$ cat src/rtl/aux_xact_seq.sv
module aux_xact_seq #(
  parameter int IDLE_US   = 1000,
  parameter int GRANT_US  = 1000,
  parameter int REQ_US    = 1000,
  parameter int GAP_US    = 400,
  parameter int MAX_TRIES = 32,
  parameter int ADDR_W    = 20,
  parameter int BUF_BYTES = 16,
  parameter int STAT_W    = 8
) (
  input  logic                   clk,
  input  logic                   rst_n,
  input  logic                   us_tick,
  input  logic                   start,
  input  logic [3:0]             cmd,
  input  logic [ADDR_W-1:0]      addr,
  input  logic [$clog2(BUF_BYTES):0] byte_count,
  input  logic [BUF_BYTES*8-1:0] wr_data,
  output logic                   busy,
  output logic                   done,
  output logic [1:0]             result,
  output logic [BUF_BYTES*8-1:0] rd_data,
  input  logic                   chan_active,
  output logic                   own_req,
  input  logic                   own_gnt,
  input  logic                   sink_present,
  output logic                   eng_reset,
  output logic                   eng_start,
  output logic [3:0]             eng_cmd,
  output logic [ADDR_W-1:0]      eng_addr,
  output logic [$clog2(BUF_BYTES)-1:0] eng_len,
  output logic [BUF_BYTES*8-1:0] eng_wdata,
  input  logic                   eng_done,
  input  logic [STAT_W-1:0]      eng_status,
  input  logic [BUF_BYTES*8-1:0] eng_rdata
);
  localparam int BUF_W = BUF_BYTES * 8;
  localparam int LEN_W = $clog2(BUF_BYTES);
  localparam int CNT_W = LEN_W + 1;
  localparam int TRY_W = (MAX_TRIES > 1) ? $clog2(MAX_TRIES) : 1;
  localparam int T_A   = (IDLE_US > GRANT_US) ? IDLE_US : GRANT_US;
  localparam int T_B   = (REQ_US > GAP_US) ? REQ_US : GAP_US;
  localparam int T_MAX = (T_A > T_B) ? T_A : T_B;
  localparam int T_W   = $clog2(T_MAX + 1);

  localparam logic [1:0] RES_OK     = 2'd0;
  localparam logic [1:0] RES_BUSY   = 2'd1;
  localparam logic [1:0] RES_NODEV  = 2'd2;
  localparam logic [1:0] RES_REMOTE = 2'd3;

  typedef enum logic [3:0] {
    ST_IDLE, ST_WIDLE, ST_WGNT, ST_SINK, ST_RST, ST_GAP, ST_REQ, ST_WDONE, ST_FIN
  } state_t;

  state_t            state_q;
  logic [T_W-1:0]    timer_q;
  logic [TRY_W-1:0]  tries_q;
  logic [3:0]        cmd_q;
  logic [ADDR_W-1:0] addr_q;
  logic [LEN_W-1:0]  len_q;
  logic [BUF_W-1:0]  wbuf_q;
  logic [BUF_W-1:0]  rbuf_q;
  logic [1:0]        res_q;

  assign busy      = (state_q != ST_IDLE);
  assign done      = (state_q == ST_FIN);
  assign result    = res_q;
  assign rd_data   = rbuf_q;
  assign own_req   = (state_q == ST_WGNT) || (state_q == ST_SINK) || (state_q == ST_RST) ||
                     (state_q == ST_GAP)  || (state_q == ST_REQ)  || (state_q == ST_WDONE);
  assign eng_reset = (state_q == ST_RST);
  assign eng_start = (state_q == ST_REQ);
  assign eng_cmd   = cmd_q;
  assign eng_addr  = addr_q;
  assign eng_len   = len_q;
  assign eng_wdata = wbuf_q;

  always_ff @(posedge clk or negedge rst_n) begin
    if (!rst_n) begin
      state_q <= ST_IDLE;
      timer_q <= '0;
      tries_q <= '0;
      cmd_q   <= '0;
      addr_q  <= '0;
      len_q   <= '0;
      wbuf_q  <= '0;
      rbuf_q  <= '0;
      res_q   <= RES_OK;
    end else begin
      case (state_q)
        ST_IDLE: if (start) begin
          cmd_q   <= cmd;
          addr_q  <= addr;
          len_q   <= LEN_W'(byte_count - CNT_W'(1));
          if (!cmd[0]) wbuf_q <= wr_data;
          tries_q <= '0;
          timer_q <= '0;
          state_q <= ST_WIDLE;
        end
        ST_WIDLE: begin
          if (!chan_active) begin
            timer_q <= '0;
            state_q <= ST_WGNT;
          end else if (us_tick) begin
            if (timer_q == T_W'(IDLE_US - 1)) begin
              res_q   <= RES_BUSY;
              state_q <= ST_FIN;
            end else timer_q <= timer_q + 1'b1;
          end
        end
        ST_WGNT: begin
          if (own_gnt) state_q <= ST_SINK;
          else if (us_tick) begin
            if (timer_q == T_W'(GRANT_US - 1)) begin
              res_q   <= RES_BUSY;
              state_q <= ST_FIN;
            end else timer_q <= timer_q + 1'b1;
          end
        end
        ST_SINK: begin
          if (!sink_present) begin
            res_q   <= RES_NODEV;
            state_q <= ST_FIN;
          end else state_q <= ST_RST;
        end
        ST_RST: begin
          timer_q <= '0;
          state_q <= (tries_q == '0) ? ST_REQ : ST_GAP;
        end
        ST_GAP: if (us_tick) begin
          if (timer_q == T_W'(GAP_US - 1)) state_q <= ST_REQ;
          else timer_q <= timer_q + 1'b1;
        end
        ST_REQ: begin
          timer_q <= '0;
          state_q <= ST_WDONE;
        end
        ST_WDONE: begin
          if (eng_done) begin
            if (eng_status == '0) begin
              res_q <= RES_OK;
              if (cmd_q[0]) rbuf_q <= eng_rdata;
              state_q <= ST_FIN;
            end else if (tries_q == TRY_W'(MAX_TRIES - 1)) begin
              res_q   <= RES_REMOTE;
              state_q <= ST_FIN;
            end else begin
              tries_q <= tries_q + 1'b1;
              state_q <= ST_RST;
            end
          end else if (us_tick) begin
            if (timer_q == T_W'(REQ_US - 1)) begin
              res_q   <= RES_REMOTE;
              state_q <= ST_FIN;
            end else timer_q <= timer_q + 1'b1;
          end
        end
        ST_FIN:  state_q <= ST_IDLE;
        default: state_q <= ST_IDLE;
      endcase
    end
  end

  assert_nodev_no_start_R3: assert property (@(posedge clk) disable iff (!rst_n)
    (state_q == ST_SINK && !sink_present) |=> (done && result == RES_NODEV && !eng_start));

  assert_retry_after_gap_R6: assert property (@(posedge clk) disable iff (!rst_n)
    (eng_start && tries_q != '0) |-> $past(state_q == ST_GAP));

  assert_ok_needs_clean_status_R8: assert property (@(posedge clk) disable iff (!rst_n)
    (done && result == RES_OK) |-> $past(eng_done && eng_status == '0));

  assert_tries_bounded_R8: assert property (@(posedge clk) disable iff (!rst_n)
    tries_q <= TRY_W'(MAX_TRIES - 1));

  assert_release_after_done_R9: assert property (@(posedge clk) disable iff (!rst_n)
    done |=> !own_req);

  assert_read_capture_R5: assert property (@(posedge clk) disable iff (!rst_n)
    (done && result == RES_OK && eng_cmd[0]) |-> rd_data == $past(eng_rdata));
endmodule

$ cat config.mk
export PLATFORM = sky130hd
export DESIGN_NAME = aux_xact_seq
export DESIGN_NICKNAME = d
export VERILOG_FILES = /design/src/rtl/aux_xact_seq.sv
export SDC_FILE = /design/constraint.sdc
export NUM_CORES = 1
export LEC_CHECK = 0
export ABC_CLOCK_PERIOD_IN_PS = 3900
export CORE_AREA = 2 2 233 235
export CTS_CLUSTER_SIZE = 8
export DETAILED_ROUTE_END_ITERATION = 16
export DIE_AREA = 0 0 235 237
export GPL_TIMING_DRIVEN = 0
export PLACE_DENSITY = 0.61
export SLEW_MARGIN = 20
export SYNTH_ARGS = -nofsm -noshare
export SYNTH_HDL_FRONTEND = slang
export SYNTH_SLANG_ARGS = --single-unit
export TNS_END_PERCENT = 50
$ cat constraint.sdc
create_clock -name clk -period 3.9 [get_ports clk]
set_input_delay 0.78 -clock clk [delete_from_list [all_inputs] [get_ports clk]]
set_output_delay 0.78 -clock clk [all_outputs]
set_load 0.01 [all_outputs]
==> out/qor.txt, run 1 <==
FLOORPLANNING
-------------------------------------------------------------------------------------
Number of core rows                                                                85
Die width                                                                      235 µm
Number of placed I/O pins                                                         592
Initial Utilization                                                             22.7%
Chip Height                                                                    237 µm
Area of the core                                                           0.0533 mm²
Die footprint                                                              0.0557 mm²

LOGIC SYNTHESIS
-------------------------------------------------------------------------------------
Flip-flop and latch count after synthesis                                         305
Leading register cell type out of synthesis                                   dfrtp_1
Syn nets                                                                        1,107
Post-Syn Area per Cell                                                       15.1 µm²
Synth warnings                                                                      0
Synthesized area                                                           0.0121 mm²
Count of flip-flops with a built-in enable after synthesis                          0
Cell variety after synth                                                           58
Portion of the post-synthesis area used by sequential elements                  63.0%
Fraction of synthesis flops using an asynchronous set or reset pin               100%
Instance count of the mapped netlist                                              801

PWR
-------------------------------------------------------------------------------------
Clk network pwr share                                                           27.9%
Peak VDD IR                                                                0.000519 V
Leakage dissipation                                                           8.90 nW
Pwr Density                                                                602 mW/mm²
Switch Pwr                                                                    3.49 mW
Sequential share of power                                                       37.0%
Switching power as a share of total power                                       28.8%
Power Internal                                                                8.65 mW
Combinational fraction of design power                                          35.1%

STA
-------------------------------------------------------------------------------------
Post-route setup slack                                                       0.824 ns
Worst slew margin relative to its limit                                         52.7%
Unrepaired setup endpoints after global routing                                    no
Transition time at the pin with the least slew margin                        0.709 ns
Setup TNS                                                                        0 ns
Highest Clock Rate                                                            325 MHz
Setup-failing EPs final                                                             0
Clock skew after layout                                                     0.0200 ns
Max Slew Vio Count                                                                  0
Final clock period utilization by the worst path                                78.9%
Final Hold Viols                                                                    0
Time the worst path needs with I/O delays and setup                           3.08 ns

OUTCOME
-------------------------------------------------------------------------------------
Run status                                                               complete, no violations

LAYOUT
-------------------------------------------------------------------------------------
Register Area                                                             0.00763 mm²
Filler Cells Inserted                                                           5,101
Total number of nets in the final design                                        1,746
Area of the multi-input gates                                             0.00424 mm²
Final Instance Area                                                        0.0202 mm²
Commonest non-fill, non-tap cells in the layout                          clkdlybuf4s50_1 (589), dfrtp_1 (305), mux2_2 (161)
Number of diodes added for antenna fixing                                           0
Synth-to-Final Area Change                                                      66.4%
Fraction of layout instances using a drive strength above 1                     17.8%
Most frequent standard cell in the layout excluding fill and tap cells   clkdlybuf4s50_1

DRT
-------------------------------------------------------------------------------------
Number of remaining DRC errors                                                      0
Via count                                                                       9,006
Via density                                                                      4.20
Average wire length per cell after detail routing                             18.4 µm
Final routed wirelength across all metal layers                             39,300 µm
Number of DRC markers in iteration 0                                              266
DR pass1 iterations                                                                 4
Number of antenna-violating nets in the routed design                               0

SETUP PATH
-------------------------------------------------------------------------------------
Worst reg2reg setup slack                                                     1.28 ns
Required @ worst endpoint                                                     3.12 ns
Reg2reg path depth                                                                  8
Worst setup SP type                                                         flip-flop
Maximum net fanout on the critical path                                            10
Critical R2R Capture                                                      rd_data[36]
Kind of capture point of the worst setup path                              output pin
CP Class                                                                 flip-flop to output pin
Worst path arrival time                                                       2.30 ns
CP Launch Point                                                            state_q[3]
R2r startpoint                                                             state_q[0]
End of the critical path                                                         done

CLOCK NETWORK
-------------------------------------------------------------------------------------
CTS Buf Count                                                                      44
TritonCTS clock tree                                                             done
Clock Pin Slew Worst Setup and Hold Paths                                     0.05 ns
Skew-Pair Late Insertion Delay                                                0.55 ns
Number of buffers between clock root and the deepest sink                           3
Post-CTS sizing                                                                     0
Master cell of the clock root buffer                                        clkbuf_16
Hold buffer count at cts                                                            0
TritonCTS sink count                                                              305
Maximum level of the CTS H-tree                                                     2
Count of buffers added by post-CTS timing repair for setup                          0

GRT
-------------------------------------------------------------------------------------
Pin count of the biggest net entering global routing                               96
Initial antenna violation count                                                     1
Total GRT Usage                                                                 13.8%
Via count of the first global-routing pass                                      9,856
Wire length of the first global-routing pass                                59,700 µm
Total gr overflow                                                                   0

HOLD PATH
-------------------------------------------------------------------------------------
Min-Delay Path Class                                                     input port to async pin

PLACE
-------------------------------------------------------------------------------------
Routability-driven placement congestion ratio                                   0.826
Post-place setup slack                                                       0.407 ns
Post-detailed-placement half-perimeter wirelength                           30,600 µm
Count of input and output buffers                                                 590
Standard cell area after detailed placement                                0.0190 mm²

FLOW RUN
-------------------------------------------------------------------------------------
Maximum capacitance violations                                                      0

## registers in the layout, summed over array words and instances, names as in the netlist
name	cells
eng_addr	20
eng_len	4
state_q	4
timer_q	10
result	2
eng_wdata	128
eng_cmd	4
tries_q	5
rd_data	128
## per-layer routing
layer  track usage [%]  vias to the layer above  part of all wire (%)
li1                  -                     4122                     -
met1              14.6                     4425                    37
met2              25.1                      403                    52
met3              5.67                       56                   9.5
met4              3.57                        0                   2.0
met5                 0                        -                     0
## layout make-up
| class | count | share of cell area, % |
|---|---|---|
| buffer | 41 | 0.949 |
| tap | 696 | 4.32 |
| multi-input combinational | 442 | 21.0 |
| clock buffer | 50 | 5.78 |
| clock inverter | 2 | 0.105 |
| inverter | 13 | 0.242 |
| sequential | 305 | 37.8 |
| timing repair buffer | 593 | 29.7 |
## per-stage QoR
stage	total power, mW	instances	hold WS [ns]	utilization [%]
after floorplan	6.25	801	0.479	-
after global placement	8.78	2087	0.466	35.5
after detailed placement	8.84	2090	0.480	35.6
after CTS	12.4	2142	0.111	37.9
after global routing	12.8	2142	0.126	37.9
final	12.1	2142	0.130	37.9
## synthesized netlist by cell type (3+ instances only)
master,count,area (µm²)
dfrtp_1,305,7630
mux2_2,161,1810
mux2_1,121,1360
buf_2,30,150
nand2_1,22,82.6
o21ai_0,15,75.1
inv_1,13,48.8
a21oi_1,11,55.1
nand3_1,10,50.1
nor2_1,9,33.8
clkbuf_1,8,30.0
nor3_1,7,35.0
a31oi_1,6,37.5
ha_1,5,62.6
nand2b_1,5,31.3
nor2b_1,4,25.0
a211oi_1,3,22.5
and3_1,3,18.8
buf_1,3,11.3
nand3b_1,3,22.5
nand4_1,3,18.8
nor4b_1,3,26.3
or2_2,3,18.8
## worst min-delay path by stage
stage / from / to / cells past startpoint
2_1_floorplan: rst_n / eng_addr[0] / 0
3_3_place_gp: eng_len[0] / eng_len[0] / 2
3_5_place_dp: eng_len[1] / eng_len[1] / 2
4_1_cts: rst_n / eng_wdata[69] / 1
5_1_grt: rst_n / eng_wdata[69] / 1
6_report: rst_n / eng_wdata[69] / 1
## power groups by stage
stage | sequential (mW) | clock [mW] | combinational [mW]
after global placement | 4.51 | 0 | 4.28
after detailed placement | 4.53 | 0 | 4.31
after floorplan | 4.87 | 0 | 1.37
final | 4.50 | 3.38 | 4.27
after global routing | 4.61 | 3.65 | 4.56
after CTS | 4.50 | 3.53 | 4.33
## cells by family (layout without fill, tap and decap cells)
logic type | count (synthesis) | count (layout) | synth area share (%)
buffers and inverters | 54 | 699 | 1.98
adder cells (fa/ha/maj) | 5 | 5 | 0.516
AND/OR/NAND/NOR | 90 | 90 | 4.26
flip-flops | 305 | 305 | 63.0
AO/OA/AOI/OAI | 59 | 59 | 3.58
XOR/XNOR | 4 | 4 | 0.289
multiplexers | 284 | 284 | 26.4
## worst max-delay path: stages (launching register included)
cell and delay [ns]:
dfrtp_1 0.37, buf_1 0.51, nor4b_1 0.29, clkdlybuf4s50_1 0.60
Power figures use the tool's default switching activity.
==> inputs of run 2 (changes only) <==
Settings changed: ABC_CLOCK_PERIOD_IN_PS 3900 to 3000, CORE_AREA 2 2 233 235 to 2 2 228 230, DIE_AREA 0 0 235 237 to 0 0 230 232, PLACE_DENSITY 0.61 to 0.63.
Clock period 3.9 ns to 3 ns, I/O delays scaled along.
==> out/qor.txt, run 2 (same netlist as run 1, synthesis figures left out) <==
LAYOUT
-------------------------------------------------------------------------------------
Cell Count, Final, Fillers Out                                                  2,127   -0.70%
Most frequent standard cell in the layout excluding fill and tap cells   clkdlybuf4s50_1
Register Area                                                             0.00763 mm²   unchanged
Area of the multi-input gates                                             0.00425 mm²   +0.15%
Total number of nets in the final design                                        1,747   +0.057%
Commonest non-fill, non-tap cells in the layout                          clkdlybuf4s50_1 (589), dfrtp_1 (305), mux2_2 (161)
Fraction of layout instances using a drive strength above 1                     18.0%   +0.28 points
Final Instance Area                                                        0.0202 mm²   about the same
Filler Cells Inserted                                                           4,853   -4.9%
Synth-to-Final Area Change                                                      66.3%   about the same

STA
-------------------------------------------------------------------------------------
Worst hold slack                                                             0.486 ns   +0.355 ns
Final Hold Viols                                                                    0   unchanged
Final clock period utilization by the worst path                                96.2%
Worst slew margin relative to its limit                                         45.2%   -7.5 points
Time the worst path needs with I/O delays and setup                           2.89 ns
Unrepaired setup endpoints after global routing                                   yes
Clock skew after layout                                                     0.0148 ns   -0.00524 ns
Post-route setup slack                                                       0.114 ns   -0.709 ns
Highest Clock Rate                                                            347 MHz
Setup-failing EPs final                                                             0   unchanged
Max Slew Vio Count                                                                  0   unchanged
Transition time at the pin with the least slew margin                        0.822 ns   +0.113 ns

GRT
-------------------------------------------------------------------------------------
Total GRT Usage                                                                 14.4%   +0.65 points
Pin count of the biggest net entering global routing                               96   unchanged
Wire length of the first global-routing pass                                59,000 µm   -1.1%
Total gr overflow                                                                   0   unchanged
Via count of the first global-routing pass                                      9,814   -0.43%
Initial antenna violation count                                                     3   +2

PLACE
-------------------------------------------------------------------------------------
Placed Cells incl. Taps                                                         2,074   -0.77%
Post-detailed-placement half-perimeter wirelength                           30,800 µm   +0.66%
Count of input and output buffers                                                 590   unchanged
Routability-driven placement congestion ratio                                   0.836   +1.2%
Post-place setup slack                                                      -0.305 ns   -0.711 ns
Standard cell area after detailed placement                                0.0190 mm²   about the same

CLOCK NETWORK
-------------------------------------------------------------------------------------
TritonCTS clock tree                                                             done
Number of buffers between clock root and the deepest sink                           3   unchanged
TritonCTS sink count                                                              305   unchanged
Maximum level of the CTS H-tree                                                     2   unchanged
Master cell of the clock root buffer                                        clkbuf_16
Skew-Pair Late Insertion Delay                                                0.55 ns   about the same
Count of buffers added by post-CTS timing repair for setup                          0   unchanged
Clock Pin Slew Worst Setup and Hold Paths                                     0.05 ns   about the same
CTS Buf Count                                                                      44   unchanged

FLOW RUN
-------------------------------------------------------------------------------------
Maximum capacitance violations                                                      0   unchanged

DRT
-------------------------------------------------------------------------------------
Final routed wirelength across all metal layers                             39,500 µm   +0.60%
Number of DRC markers in iteration 0                                              287   +7.9%
Via count                                                                       9,054   +0.53%
Average wire length per cell after detail routing                             18.6 µm   +1.3%
Number of remaining DRC errors                                                      0   unchanged
Via density                                                                      4.26   +1.2%
Number of antenna-violating nets in the routed design                               0   unchanged
DR pass1 iterations                                                                 4   unchanged

SETUP PATH
-------------------------------------------------------------------------------------
Kind of capture point of the worst setup path                              output pin
Maximum net fanout on the critical path                                            10   unchanged
Worst path arrival time                                                       2.29 ns   about the same
Required @ worst endpoint                                                     2.40 ns   -0.72 ns
CP Class                                                                 flip-flop to output pin
Worst setup SP type                                                         flip-flop

OUTCOME
-------------------------------------------------------------------------------------
Run status                                                               complete, no violations

PWR
-------------------------------------------------------------------------------------
Peak VDD IR                                                                0.000494 V   -4.8%
Pwr Density                                                                783 mW/mm²   +30%
Leakage dissipation                                                           8.90 nW   about the same
Total power of the final layout                                               15.8 mW   +30%

FLOORPLANNING
-------------------------------------------------------------------------------------
Number of core rows                                                                83   -2.4%
Area of the core                                                           0.0509 mm²   -4.5%
Die footprint                                                              0.0534 mm²   -4.2%
Die width                                                                      230 µm   -2.1%
Initial Utilization                                                             23.8%   +1.1 points
Number of placed I/O pins                                                         592   unchanged
Chip Height                                                                    232 µm   -2.1%

HOLD PATH
-------------------------------------------------------------------------------------
Min-Delay Path Class                                                     flip-flop to flip-flop

==> run 2: cell type report <==
type | count | share of cell area, %
Antenna cell | 1 | 0.0124
Buffer | 41 | 0.962
Clock buffer | 47 | 5.57
Clock inverter | 4 | 0.248
Inverter | 13 | 0.242
Multi-Input combinational cell | 442 | 21.1
Sequential cell | 305 | 37.9
Tap cell | 680 | 4.22
Timing Repair Buffer | 594 | 29.8
==> run 2: timing repair <==
item	in CTS	in global routing
hold endpoints to repair	50	0
setup endpoints to repair	0	3
gates resized for setup	0	2
hold buffers	1	0
==> run 2: per-layer routing <==
layer / track usage (%) / part of all wire [%]
met1: 16.0 / 38
met5: 0 / 0.020
met3: 5.67 / 9.3
met4: 4.54 / 2.7
met2: 25.4 / 51
==> run 2: worst max-delay path, stage by stage, from the launching register on <==
cell and delay, ns:
dfrtp_1 0.32, clkbuf_1 0.30, clkbuf_1 0.35, and3_1 0.22, clkdlybuf4s50_1 0.55
==> run 2: power by group <==
part | switching (mW) | internal (mW)
logic | 2.27 | 3.31
clock network | 1.74 | 2.62
registers | 0.602 | 5.25
==> run 2: through the flow <==
step	utilization, %	setup TNS, ns
2_1_floorplan	-	0
3_3_place_gp	37.1	-3742.77
3_5_place_dp	37.3	-22.90
4_1_cts	39.6	0
5_1_grt	39.6	-0.104
6_report	39.6	0
==> run 2: path summary, 6_finish.rpt <==
| kind | startpoint | to | slack, ns | cells past startpoint |
|---|---|---|---|---|
| min | rd_data[113] | rd_data[113] | 0.49 | 1 |
| max | state_q[2] | eng_reset | 0.11 | 4 |
| max reg2reg | state_q[0] | eng_wdata[7] | 0.37 | 7 |
| min reg2reg | rd_data[113] | rd_data[113] | 0.49 | 1 |
| min in group asynchronous | rst_n | eng_wdata[14] | 0.55 | 2 |
| max in group asynchronous | rst_n | rd_data[0] | 1.21 | 4 |
